File: src/rtl/therm_window_pkg.sv
package therm_window_pkg;

  typedef enum logic {
    ST_HOLD = 1'b0,
    ST_OK   = 1'b1
  } tw_state_e;

  // ratio in basis points (1/10000 of reference) to an ADC code of w bits
  function automatic int unsigned bp_to_code(input int unsigned bp, input int unsigned w);
    longint unsigned full;
    full = longint'(1) << w;
    return int'((longint'(bp) * full) / 10000);
  endfunction

endpackage

File: src/rtl/tw_classify.sv
module tw_classify #(
  parameter int unsigned CODE_W = 12,
  parameter int unsigned COLD_C = 3010,
  parameter int unsigned HYST_C = 16,
  parameter int unsigned HOT_C  = 1933,
  parameter int unsigned CUT_C  = 1830
) (
  input  logic              clk_i,
  input  logic              rst_ni,
  input  logic [CODE_W-1:0] code_i,
  output logic              above_cold_o,
  output logic              below_rec_o,
  output logic              below_hot_o,
  output logic              below_cut_o,
  output logic              cold_st_o,
  output logic              hot_st_o,
  output logic              cut_st_o
);

  localparam logic [CODE_W-1:0] COLD_V = CODE_W'(COLD_C);
  localparam logic [CODE_W-1:0] REC_V  = CODE_W'(COLD_C - HYST_C);
  localparam logic [CODE_W-1:0] HOT_V  = CODE_W'(HOT_C);
  localparam logic [CODE_W-1:0] CUT_V  = CODE_W'(CUT_C);

  always_comb begin
    above_cold_o = code_i > COLD_V;
    below_rec_o  = code_i < REC_V;
    below_hot_o  = code_i < HOT_V;
    below_cut_o  = code_i < CUT_V;
  end

  always_ff @(posedge clk_i or negedge rst_ni) begin
    if (!rst_ni) begin
      cold_st_o <= 1'b0;
      hot_st_o  <= 1'b0;
      cut_st_o  <= 1'b0;
    end else begin
      if (above_cold_o)     cold_st_o <= 1'b1;
      else if (below_rec_o) cold_st_o <= 1'b0;
      hot_st_o <= below_hot_o;
      cut_st_o <= below_cut_o;
    end
  end

  // the cut-off limit lies below the start hot limit
  p_cut_implies_hot_r3: assert property (@(posedge clk_i) disable iff (!rst_ni)
    cut_st_o |-> hot_st_o);

  // in the hysteresis band the cold status holds its value
  p_cold_band_hold_r2: assert property (@(posedge clk_i) disable iff (!rst_ni)
    (!above_cold_o && !below_rec_o) |=> $stable(cold_st_o));

endmodule

File: src/rtl/tw_deglitch.sv
module tw_deglitch #(
  parameter int unsigned LIMIT = 400
) (
  input  logic clk_i,
  input  logic rst_ni,
  input  logic tick_i,
  input  logic cond_i,
  output logic done_o
);

  localparam int unsigned CW = $clog2(LIMIT + 1);
  localparam logic [CW-1:0] LAST = CW'(LIMIT - 1);

  logic [CW-1:0] cnt_q;

  assign done_o = cond_i && tick_i && (cnt_q == LAST);

  always_ff @(posedge clk_i or negedge rst_ni) begin
    if (!rst_ni)       cnt_q <= '0;
    else if (!cond_i)  cnt_q <= '0;
    else if (tick_i)   cnt_q <= done_o ? '0 : cnt_q + 1'b1;
  end

  // count stays below its limit
  p_cnt_bound_r6: assert property (@(posedge clk_i) disable iff (!rst_ni)
    cnt_q < CW'(LIMIT));

  // a lapse of the condition restarts the count
  p_cnt_restart_r6: assert property (@(posedge clk_i) disable iff (!rst_ni)
    !cond_i |=> cnt_q == '0);

  // the count moves only on a tick
  p_cnt_tick_only_r6: assert property (@(posedge clk_i) disable iff (!rst_ni)
    (!tick_i && cond_i) |=> $stable(cnt_q));

endmodule

File: src/rtl/therm_window_qual.sv
module therm_window_qual
  import therm_window_pkg::*;
#(
  parameter int unsigned CODE_W   = 12,
  parameter int unsigned COLD_BP  = 7350,
  parameter int unsigned HYST_BP  = 40,
  parameter int unsigned HOT_BP   = 4720,
  parameter int unsigned CUT_BP   = 4470,
  parameter int unsigned LEAVE_MS = 400,
  parameter int unsigned ENTER_MS = 20
) (
  input  logic              clk_i,
  input  logic              rst_ni,
  input  logic [CODE_W-1:0] code_i,
  input  logic              charging_i,
  input  logic              tick_i,
  output logic              temp_ok_o,
  output logic              suspend_o,
  output logic              cold_o,
  output logic              hot_o,
  output logic              cutoff_o
);

  localparam int unsigned COLD_C = bp_to_code(COLD_BP, CODE_W);
  localparam int unsigned HYST_C = bp_to_code(HYST_BP, CODE_W);
  localparam int unsigned HOT_C  = bp_to_code(HOT_BP, CODE_W);
  localparam int unsigned CUT_C  = bp_to_code(CUT_BP, CODE_W);

  tw_state_e state_q;
  logic      susp_q;
  logic      above_cold, below_rec, below_hot, below_cut;
  logic      out_run, in_start, leave_done, enter_done;

  tw_classify #(
    .CODE_W(CODE_W), .COLD_C(COLD_C), .HYST_C(HYST_C),
    .HOT_C(HOT_C), .CUT_C(CUT_C)
  ) u_classify (
    .clk_i       (clk_i),
    .rst_ni      (rst_ni),
    .code_i      (code_i),
    .above_cold_o(above_cold),
    .below_rec_o (below_rec),
    .below_hot_o (below_hot),
    .below_cut_o (below_cut),
    .cold_st_o   (cold_o),
    .hot_st_o    (hot_o),
    .cut_st_o    (cutoff_o)
  );

  // lower bound relaxes to cut-off only while charging
  always_comb begin
    out_run  = above_cold || (charging_i ? below_cut : below_hot);
    in_start = below_rec && !below_hot;
  end

  tw_deglitch #(.LIMIT(LEAVE_MS)) u_leave (
    .clk_i (clk_i),
    .rst_ni(rst_ni),
    .tick_i(tick_i),
    .cond_i((state_q == ST_OK) && out_run),
    .done_o(leave_done)
  );

  tw_deglitch #(.LIMIT(ENTER_MS)) u_enter (
    .clk_i (clk_i),
    .rst_ni(rst_ni),
    .tick_i(tick_i),
    .cond_i((state_q == ST_HOLD) && in_start),
    .done_o(enter_done)
  );

  always_ff @(posedge clk_i or negedge rst_ni) begin
    if (!rst_ni) begin
      state_q <= ST_HOLD;
      susp_q  <= 1'b0;
    end else begin
      unique case (state_q)
        ST_OK:   if (leave_done) begin state_q <= ST_HOLD; susp_q <= 1'b1; end
        ST_HOLD: if (enter_done) begin state_q <= ST_OK;   susp_q <= 1'b0; end
        default: state_q <= ST_HOLD;
      endcase
    end
  end

  assign temp_ok_o = (state_q == ST_OK);
  assign suspend_o = susp_q;

  // never ok and suspended at once
  p_ok_excl_susp_r7: assert property (@(posedge clk_i) disable iff (!rst_ni)
    !(temp_ok_o && suspend_o));

  // suspend rises only out of the ok state
  p_susp_from_ok_r7: assert property (@(posedge clk_i) disable iff (!rst_ni)
    $rose(suspend_o) |-> $past(temp_ok_o));

  // ok is granted only on a tick inside the start window
  p_ok_rise_tick_r4: assert property (@(posedge clk_i) disable iff (!rst_ni)
    $rose(temp_ok_o) |-> $past(tick_i) && $past(in_start));

  // ok is withdrawn only on a tick while out of range
  p_ok_fall_tick_r5: assert property (@(posedge clk_i) disable iff (!rst_ni)
    $fell(temp_ok_o) |-> $past(tick_i) && $past(out_run));

endmodule

File: config.mk
export PLATFORM = sky130hd
export DESIGN_NAME = therm_window_qual
export DESIGN_NICKNAME = d
export VERILOG_FILES = /design/src/rtl/therm_window_pkg.sv /design/src/rtl/tw_classify.sv /design/src/rtl/tw_deglitch.sv /design/src/rtl/therm_window_qual.sv
export SDC_FILE = /design/constraint.sdc
export NUM_CORES = 1
export LEC_CHECK = 0
export BUFFER_PORTS_ARGS = -buffer_cell sky130_fd_sc_hd__buf_2
export CAP_MARGIN = 40
export CORE_MARGIN = 5
export CORE_UTILIZATION = 28
export CTS_BUF_LIST = sky130_fd_sc_hd__clkbuf_4
export CTS_CLUSTER_SIZE = 12
export DETAILED_ROUTE_END_ITERATION = 8
export PLACE_DENSITY = 0.52
export SYNTH_ARGS = -nofsm -noshare
export SYNTH_HDL_FRONTEND = slang
export SYNTH_SLANG_ARGS = --single-unit
export TNS_END_PERCENT = 20
File: constraint.sdc
create_clock -name clk_i -period 1.6 [get_ports clk_i]
set_clock_uncertainty 0.1 [all_clocks]
set_input_delay 0.16 -clock clk_i [delete_from_list [all_inputs] [get_ports clk_i]]
set_output_delay 0.16 -clock clk_i [all_outputs]
set_load 0.03 [all_outputs]
==> impl_metrics.csv, run 1 <==
group,metric,value,unit
logic_synthesis,ys_seq_area_share,42.6,%
pwr,power.share.clock,28.7,%
global_routing,grt_pass1_vias,1117,
critical_path,r2r-end,"u_leave.cnt_q[3]",
critical_path,rr_worst_depth,7,
pwr,p_int,0.000675,W
global_routing,grt_pass1_wl,5000,um
routing,drt_first_iter_violations,29,
cells_and_area,mostFrequentLayoutCells,"20 x buf_2, 19 x dfrtp_1, 18 x buf_4, 16 x nor2_1, 9 x nand2_1",
cells_and_area,drive_gt1_share,33.1,%
routing,viasPerCell,4.92,
cts,cts_root_buffer,"clkbuf_4",
cells_and_area,final_nets,179,
pwr,p_leak,0.662,nW
critical_path,cp-endpoint,"u_leave.cnt_q[3]",
run,cap_viol_max_count,0,
pwr,switching_share,26.7,%
cts,path_clk_slew,0.11,ns
placement,io_buffers,20,
routing,ant_nets,0,
sta,period_share,98.1,%
critical_path,cp.required,1.70,ns
routing,wl_per_cell,12.4,um
global_routing,antenna_found_initial,0,
logic_synthesis,async_flop_share,100,%
global_routing,grt_max_degree,20,
floorplanning,die-area,5340,um2
cells_and_area,syn2layout_area_growth,31.9,%
floorplanning,row_count,23,
logic_synthesis,syn_inst,118,
cells_and_area,num_antenna_cells,0,
critical_path,path_class,"flip-flop to flip-flop",
routing,vias,1034,
routing,drt-pass1-iter-count,4,
min_path,min_path_type,"input pin to flip-flop",
cells_and_area,fill_cells,400,
routing,drc,0,
logic_synthesis,synth_edf_count,0,
sta,drv_slew,0,
critical_path,arrival,1.67,ns
floorplanning,core,3940,um2
sta,finalHoldViolCount,0,
floorplanning,ioPinCount,21,
cells_and_area,fin_area,1470,um2
critical_path,cp-end-kind,"flip-flop",
cts,clk_latency,0.30,ns
cts,clockBufferDepth,2,
cells_and_area,layout_commonest_cell,"buf_2",
pwr,pwr-share-comb,17.4,%
routing,drt-total-wl,2610,um
logic_synthesis,postSynthNetCount,136,
logic_synthesis,yosysUniqueCellTypes,35,
placement,place.gp.congestion,0.837,
sta,whs,0.154,ns
logic_synthesis,avgSynthCellArea,9.45,um2
global_routing,globalRouteOverflowTotal,0,
critical_path,r2r_start,"u_leave.cnt_q[1]",
cts,tritoncts,"built",
floorplanning,die_x,73.1,um
logic_synthesis,yosys_register_bits,19,
sta,worstMarginPinSlew,0.428,ns
global_routing,grt_use_total,11.7,%
cts,cts_sinks,19,
placement,place_area,1420,um2
placement,pre_cts_slack,-0.135,ns
pwr,power_density,626,nW/um2
floorplanning,die_h,73.1,um
pwr,seqPwrFrac,53.8,%
critical_path,r2r_slack,0.03,ns
logic_synthesis,yosysWarnings,0,
critical_path,startpoint_type,"flip-flop",
placement,dp_hpwl,2040,um
status,status,"completed",
sta,relSlewSlack,71.5,%
pwr,ir_drop,0.000199,V
logic_synthesis,synth_area,1110,um2
critical_path,critPathLaunch,"u_leave.cnt_q[1]",
sta,min_period,1.57,ns
cts,h-tree-depth,1,
sta,rsz0062_at_grt,"yes",
cts,cts_buffers,3,
floorplanning,start_util,28.3,%
logic_synthesis,synthFlopType,"dfrtp_1",
sta,finalSetupViolCount,0,
pwr,p_sw,0.000246,W
sta,fmax,637,MHz
critical_path,path_max_fanout,7,
sta,timing.final.ws_setup,0.0304,ns
-- cell usage after synthesis, types with 2 or more instances --
library cell | n | share of area [%]
clkbuf_1 | 2 | 0.67
xor2_1 | 4 | 3.1
o311ai_1 | 2 | 1.6
a21oi_1 | 8 | 3.6
o21ai_0 | 4 | 1.8
nand4_1 | 3 | 1.7
nor3_2 | 2 | 1.8
nand2_1 | 9 | 3.0
or3_1 | 3 | 1.7
ha_1 | 2 | 2.2
nand3_1 | 5 | 2.2
nor4_1 | 2 | 1.1
o21a_1 | 2 | 1.3
dfrtp_1 | 19 | 43
nor3_1 | 5 | 2.2
inv_1 | 4 | 1.3
mux2i_1 | 3 | 2.7
nor2_1 | 17 | 5.7
nor2b_1 | 3 | 1.7
nand3b_1 | 3 | 2.0
a21o_1 | 2 | 1.3
-- worst max-delay path, stage by stage, from the launching register on --
cell and delay, ns:
dfrtp_1 0.40, ha_2 0.22, nand4b_1 0.12, nor4_2 0.15
buf_4 0.19, o21ai_0 0.10, a21oi_1 0.15, nor2_1 0.05
-- metal layers --
layer / share of wire, % / track usage [%]
met3: 4.0 / 1.79
met1: 44 / 14.7
met4: 2.8 / 5.53
met2: 49 / 19.7
met5: 0 / 0
-- how the worst min path moves through the flow --
stage,startpoint,end,slack [ns],cells after the start
after global routing,code_i[0],u_classify.hot_st_o,0.16,3
final,code_i[11],u_classify.cold_st_o,0.15,4
after global placement,rst_ni,u_enter.cnt_q[3],0.03,1
after floorplan,rst_ni,suspend_o,-0.24,0
after detailed placement,rst_ni,u_enter.cnt_q[3],0.03,1
after CTS,code_i[11],u_classify.cold_st_o,0.14,4
-- per-stage QoR --
stage | utilization (%) | total power [W] | setup TNS, ns | std cells
2_1_floorplan | - | 0.000577 | 0 | 118
3_3_place_gp | 36.0 | 0.000662 | -0.911 | 204
3_5_place_dp | 36.0 | 0.000666 | -1.27 | 204
4_1_cts | 37.2 | 0.000942 | 0 | 210
5_1_grt | 37.3 | 0.000981 | -0.338 | 210
6_report | 37.3 | 0.000921 | 0 | 210
-- registers in the layout, indices dropped and copies added (netlist names) --
register,flops
suspend_o,1
temp_ok_o,1
u_classify.cold_st_o,1
u_classify.cut_st_o,1
u_classify.hot_st_o,1
u_enter.cnt_q,5
u_leave.cnt_q,9
-- kinds of logic after synthesis --
family | after synthesis | synth area share (%)
AOI/OAI and AO/OA | 26 | 18.0
xor gates and xnor gates | 4 | 3.14
adders and majority gates | 2 | 2.24
buffers and inverters | 6 | 2.02
DFF | 19 | 42.6
muxes | 4 | 3.70
and+or+nand+nor | 57 | 28.3
-- timing repair --
item / 4_1_cts / 5_1_grt
hold buffers: 1 / 0
buffers inserted: 1 / 0
setup endpoints to repair: 2 / 8
pin swaps: 0 / 0
gates resized for setup: 1 / 1
gates cloned: 0 / 0
endpoints found under the hold margin: 19 / 0
-- final cells by class --
| class | count | area, um2 | share of cell area, % |
|---|---|---|---|
| repair buffers | 40 | 265 | 18.0 |
| clock buffers | 4 | 30.0 | 2.04 |
| inverters | 4 | 15.0 | 1.02 |
| multi-input cells | 93 | 622 | 42.3 |
| flip-flops and latches | 19 | 475 | 32.3 |
| well taps | 50 | 62.6 | 4.26 |
-- power groups by stage --
stage	Combinational [W]	Sequential (W)	Clock, W
finish	0.000160	0.000496	0.000265
global route	0.000180	0.000498	0.000304
CTS	0.000164	0.000496	0.000282
detailed placement	0.000161	0.000505	0
global placement	0.000157	0.000505	0
floorplan	0.0000578	0.000519	0
Note: power is estimated with default switching activity, not from simulation.
==> inputs of run 2 (changes only) <==
Settings changed: CORE_UTILIZATION 28 to 51, PLACE_DENSITY 0.52 to 0.81.
==> run 2 against run 1 <==
Effect of this change: the run now ends with setup timing left; hold slack got worse by 0.012 ns; first-iteration DRC count fell by 45%; final area fell by 4.2%; die area fell by 40%; via count rose by 1.6%; register-to-register slack got worse by 0.04 ns; non-clock buffer count fell by 3; count of clock-buffer cells in the layout fell by 1; total power fell by 2.5%; cell count fell by 12%; wire length rose by 2.7%; critical endpoint is now temp_ok_o.
==> impl_metrics.csv, run 2 (synthesis results as in run 1) <==
group,metric,value,unit
status,status,"finished with violations",
status,violations,"setup timing",
critical_path,critPathLaunch,"u_leave.cnt_q[1]",
floorplanning,die_h,56.8,um
global_routing,grt_use_total,18.4,%
critical_path,path_max_fanout,7,
sta,fmax,622,MHz
cells_and_area,final_nets,176,
routing,route.met3.wl,161,um
placement,io_buffers,20,
cells_and_area,reg.largest.list,"u_leave.cnt_q (9), u_enter.cnt_q (5)",
floorplanning,die-area,3220,um2
cells_and_area,drive_gt1_share,32.5,%
critical_path,arrival,1.72,ns
cts,post_cts_buffers,0,
critical_path,cp.required,1.71,ns
sta,min_period,1.61,ns
sta,timing.final.ws_setup,-0.00812,ns
global_routing,grt_max_degree,20,
floorplanning,start_util,51.9,%
routing,ant_nets,0,
routing,drt_first_iter_violations,16,
routing,highest-signal-layer,"met4",
routing,vias,1051,
pwr,power.share.clock,27.4,%
global_routing,grt_pass1_wl,4690,um
critical_path,r2r_start,"u_leave.cnt_q[1]",
cells_and_area,layout_commonest_cell,"buf_2",
cells_and_area,num_antenna_cells,0,
placement,place_area,1360,um2
cells_and_area,syn2layout_area_growth,26.4,%
critical_path,cp-end-kind,"flip-flop",
min_path,min_path_type,"input pin to flip-flop",
cts,cts_root_buffer,"clkbuf_4",
pwr,switching_share,27.7,%
sta,whs,0.142,ns
cts,clockBufferDepth,2,
cts,path_clk_slew,0.11,ns
cells_and_area,mostFrequentLayoutCells,"20 x buf_2, 19 x dfrtp_1, 16 x nor2_1, 16 x buf_4, 9 x nand2_1",
pwr,ir_drop,0.000446,V
sta,finalSetupViolCount,1,
routing,wl_met2,1380,um
placement,place.gp.congestion,0.855,
global_routing,globalRouteOverflowTotal,0,
pwr,p_sw,0.000249,W
sta,finalHoldViolCount,0,
cts,cts_buffers,3,
cells_and_area,final_core_util,65.6,%
routing,wirelength_met1,1100,um
floorplanning,row_count,17,
floorplanning,ioPinCount,21,
cells_and_area,fin_area,1410,um2
pwr,power_density,638,nW/um2
routing,wl_per_cell,14.5,um
cts,tritoncts,"built",
sta,relSlewSlack,72.1,%
routing,drc,0,
routing,drt-pass1-iter-count,4,
cells_and_area,fill_cells,177,
sta,period_share,101,%
cells_and_area,top_register,"u_leave.cnt_q",
run,cap_viol_max_count,0,
pwr,p_int,0.000649,W
floorplanning,core,2150,um2
global_routing,grt_pass1_vias,1107,
pwr,seqPwrFrac,55.5,%
sta,worstMarginPinSlew,0.418,ns
pwr,p_leak,0.639,nW
routing,drt-total-wl,2680,um
routing,viasPerCell,5.68,
placement,dp_hpwl,2050,um
sta,rsz0062_at_grt,"yes",
placement,pre_cts_slack,-0.133,ns
cts,cts_sinks,19,
min_path,hp-start,"code_i[11]",
critical_path,startpoint_type,"flip-flop",
floorplanning,die_x,56.8,um
sta,drv_slew,0,
pwr,pwr-share-comb,17.1,%
sta,timing.setup.tns,-0.00812,ns
global_routing,antenna_found_initial,0,
cts,clk_latency,0.30,ns
critical_path,path_class,"flip-flop to flip-flop",
cts,h-tree-depth,1,
cells_and_area,largest_register_ffs,9,
[run 2: cell types whose count changed in the layout (fill, tap and decap cells not counted)]
cell      before  now
buf_4         18   16
a21oi_1        8    7
o21ai_0        4    3
buf_12         1    0
o21ai_1        0    1
a21oi_2        0    1
clkinv_2       0    1
clkbuf_4       4    3
[run 2: cell type report]
| type | count | area [um2] | share of cell area [%] |
|---|---|---|---|
| multi-input cells | 93 | 626 | 44.4 |
| repair buffers | 37 | 230 | 16.3 |
| inverters | 4 | 15.0 | 1.07 |
| clock inverters | 1 | 5.00 | 0.355 |
| flip-flops and latches | 19 | 475 | 33.7 |
| clock buffers | 3 | 22.5 | 1.60 |
| well taps | 28 | 35.0 | 2.49 |
[run 2: per-stage QoR]
| stage | power, W | instances |
|---|---|---|
| after global routing | 0.000940 | 185 |
| final | 0.000898 | 185 |
| after CTS | 0.000905 | 185 |
| after global placement | 0.000651 | 180 |
| after detailed placement | 0.000660 | 180 |
| after floorplan | 0.000577 | 118 |
[run 2: layer usage]
layer | vias to the layer above | global-route usage, %
met3 | 5 | 3.45
met5 | - | 0
li1 | 515 | -
met4 | 0 | 8.61
met2 | 34 | 33.2
met1 | 497 | 20.7
[run 2: timing repair]
action,in CTS,in global routing
setup endpoints to repair,2,8
resized for setup,2,2
gates cloned,0,0
pin swaps,1,0
endpoints found under the hold margin,19,0
hold buffers,1,0
[run 2: path summary, 6_finish.rpt]
kind	end	slack, ns	cells after the start
worst min register to register	u_classify.cold_st_o	0.42	1
min in group asynchronous	u_enter.cnt_q[3]	0.20	2
max in group asynchronous	u_leave.cnt_q[7]	0.90	2
worst max-delay path	temp_ok_o	-0.008	6
worst min-delay path	u_classify.cold_st_o	0.14	4
worst max register to register	temp_ok_o	-0.008	6
[run 2: power by group through the flow]
stage	Clock (W)	Sequential [W]	Combinational, W
finish	0.000246	0.000499	0.000154
global route	0.000272	0.000501	0.000168
CTS	0.000252	0.000499	0.000154
detailed placement	0	0.000508	0.000152
global placement	0	0.000507	0.000144
floorplan	0	0.000519	0.0000578
[run 2: critical path: stages, from the launching register on]
cell      delay [ns]
dfrtp_1         0.43
ha_2            0.22
nand4b_1        0.12
nor4_2          0.15
buf_4           0.19
o311ai_1        0.11
a21o_1          0.19
==> inputs of run 3 (changes only) <==
Settings changed: CORE_UTILIZATION 51 to 48, CTS_BUF_LIST sky130_fd_sc_hd__clkbuf_4 to sky130_fd_sc_hd__clkbuf_16, PLACE_DENSITY 0.81 to 0.77, REMOVE_ABC_BUFFERS set to 1.
==> run 3 against run 2 <==
Effect of this change: the flow now finishes without violations; total power increased by 30%; final area rose by 6.7%; count of clock-buffer cells in the layout unchanged; via count down 1.2%; worst setup slack improved by 0.041 ns; sequential share of layout area down 2.0 points; non-clock buffer count is 2 higher; wire length shrank 1.8%; first-iteration DRC count is 88% higher; maximum frequency increased by 2.6%; utilization grew 2.4 points; critical path type unchanged; critical endpoint unchanged; largest cell class unchanged; highest routed layer unchanged.
==> impl_metrics.csv, run 3 (synthesis results as in run 1) <==
group,metric,value,unit
placement,placed_cells_incl_taps,182,
cells_and_area,largest_register_ffs,9,
critical_path,arrival,1.60,ns
sta,period_share,98.0,%
sta,rsz0062_at_grt,"yes",
cts,cts_buffers,3,
placement,pre_cts_slack,-0.132,ns
critical_path,path_class,"flip-flop to flip-flop",
sta,timing.final.ws_setup,0.0325,ns
floorplanning,ioPinCount,21,
cells_and_area,top_register,"u_leave.cnt_q",
placement,place.gp.congestion,0.791,
global_routing,grt_use_total,17.3,%
pwr,p_leak,0.674,nW
routing,vias,1038,
cells_and_area,drive_gt1_share,35.2,%
cells_and_area,num_antenna_cells,0,
global_routing,grt_max_degree,20,
pwr,power_density,775,nW/um2
critical_path,critPathSlowestCell,"dfrtp_1",
cells_and_area,mostFrequentLayoutCells,"20 x buf_2, 18 x buf_4, 17 x nor2_1, 17 x dfrtp_1, 9 x nand2_1",
sta,finalSetupViolCount,0,
min_path,hp-start,"tick_i",
global_routing,globalRouteOverflowTotal,0,
critical_path,crit_path_max_incr_delay,0.42,ns
floorplanning,die_h,58.2,um
floorplanning,die-area,3390,um2
min_path,holdPathStages,4,
sta,fmax,638,MHz
global_routing,grt_pass1_vias,1109,
min_path,hold_end,"u_leave.cnt_q[1]",
critical_path,r2r-end,"temp_ok_o",
routing,ant_nets,0,
pwr,power,0.00117,W
sta,drv_slew,0,
cts,cts_sinks,19,
routing,route.met3.wl,124,um
critical_path,r2r_start,"u_leave.cnt_q[0]",
cells_and_area,fin_area,1500,um2
sta,worstMarginPinSlew,0.417,ns
cts,h-tree-depth,1,
cts,post_cts_buffers,0,
status,status,"completed",
floorplanning,core,2210,um2
cts,cts_root_buffer,"clkbuf_16",
sta,finalHoldViolCount,0,
critical_path,cp-end-kind,"flip-flop",
sta,whs,0.197,ns
placement,place_area,1380,um2
floorplanning,start_util,50.4,%
cells_and_area,layout.cells.non_filler,187,
cts,clk_latency,0.25,ns
global_routing,antenna_found_initial,0,
routing,viasPerCell,5.55,
run,cap_viol_max_count,0,
routing,drt-pass1-iter-count,4,
critical_path,worstPathCellList,"ha_4, nand4b_1, nor4_2, buf_4, o311ai_1, a21o_1",
critical_path,critical_path_buf_inv_count,1,
pwr,ir_drop,0.000408,V
critical_path,cp_num_cells,6,
min_path,min_path_type,"input pin to flip-flop",
cells_and_area,reg.largest.list,"u_leave.cnt_q (9), u_enter.cnt_q (5)",
cts,clockBufferDepth,2,
critical_path,startpoint_type,"flip-flop",
routing,wl_met2,1340,um
critical_path,r2r_slack,0.03,ns
routing,drc,0,
cts,tritoncts,"built",
cells_and_area,final_nets,178,
critical_path,crit_family,"flip-flops",
cts,path_clk_slew,0.06,ns
global_routing,grt_pass1_wl,4600,um
critical_path,path_max_fanout,7,
cells_and_area,syn2layout_area_growth,34.9,%
routing,drt_first_iter_violations,30,
sta,min_period,1.57,ns
critical_path,cp.required,1.64,ns
routing,highest-signal-layer,"met4",
placement,io_buffers,20,
floorplanning,die_x,58.2,um
cells_and_area,layout_commonest_cell,"buf_2",
routing,drt-total-wl,2630,um
routing,wirelength_met1,1140,um
placement,dp_hpwl,2000,um
routing,wl_per_cell,14.1,um
floorplanning,row_count,17,
sta,relSlewSlack,72.2,%
critical_path,rr_worst_depth,6,
run 3: worst max path at each step:
stage | from | endpoint | slack, ns
floorplan | u_leave.cnt_q[0] | u_leave.cnt_q[3] | 0.01
global placement | code_i[4] | u_leave.cnt_q[8] | -0.08
detailed placement | code_i[4] | u_leave.cnt_q[5] | -0.13
CTS | u_leave.cnt_q[1] | u_leave.cnt_q[3] | 0.01
global route | u_leave.cnt_q[0] | u_leave.cnt_q[3] | -0.07
finish | u_leave.cnt_q[0] | temp_ok_o | 0.03
run 3: worst reg2reg max path, cell delays in order, from the launching register on:
cell and delay, ns:
dfrtp_1 0.42, ha_4 0.18, nand4b_1 0.12, nor4_2 0.16
buf_4 0.19, o311ai_1 0.11, a21o_1 0.18
run 3: cell type report:
| cell class | count | area [um2] |
|---|---|---|
| Inverter | 4 | 15.0 |
| Timing Repair Buffer | 39 | 245 |
| Fill cell | 177 | 708 |
| Tap cell | 28 | 35.0 |
| Clock buffer | 3 | 75.1 |
| Sequential cell | 19 | 478 |
| Clock inverter | 1 | 3.75 |
| Multi-Input combinational cell | 93 | 652 |
run 3: where the power goes:
part	internal [W]	switching [W]
Clock	0.000332	0.000170
Sequential	0.000491	0.00000908
Combinational	0.0000728	0.0000904
run 3: per-stage QoR:
stage                     utilization [%]  setup TNS [ns]
after global placement               62.3          -0.739
after CTS                            66.9               0
after detailed placement             62.3           -1.41
after global routing                 68.0          -0.175
after floorplan                         -               0
final                                68.0               0
run 3: layer usage:
| layer | GRT usage [%] | vias to the layer above |
|---|---|---|
| li1 | - | 515 |
| met3 | 2.00 | 2 |
| met1 | 20.2 | 489 |
| met4 | 6.62 | 0 |
| met5 | 0 | - |
| met2 | 31.8 | 32 |
run 3: repair_timing:
| item | CTS | global route |
|---|---|---|
| endpoints found under the setup margin | 2 | 8 |
| endpoints found under the hold margin | 19 | 0 |
| hold buffers | 1 | 0 |
| gates resized for setup | 2 | 7 |
| pin swaps | 0 | 1 |
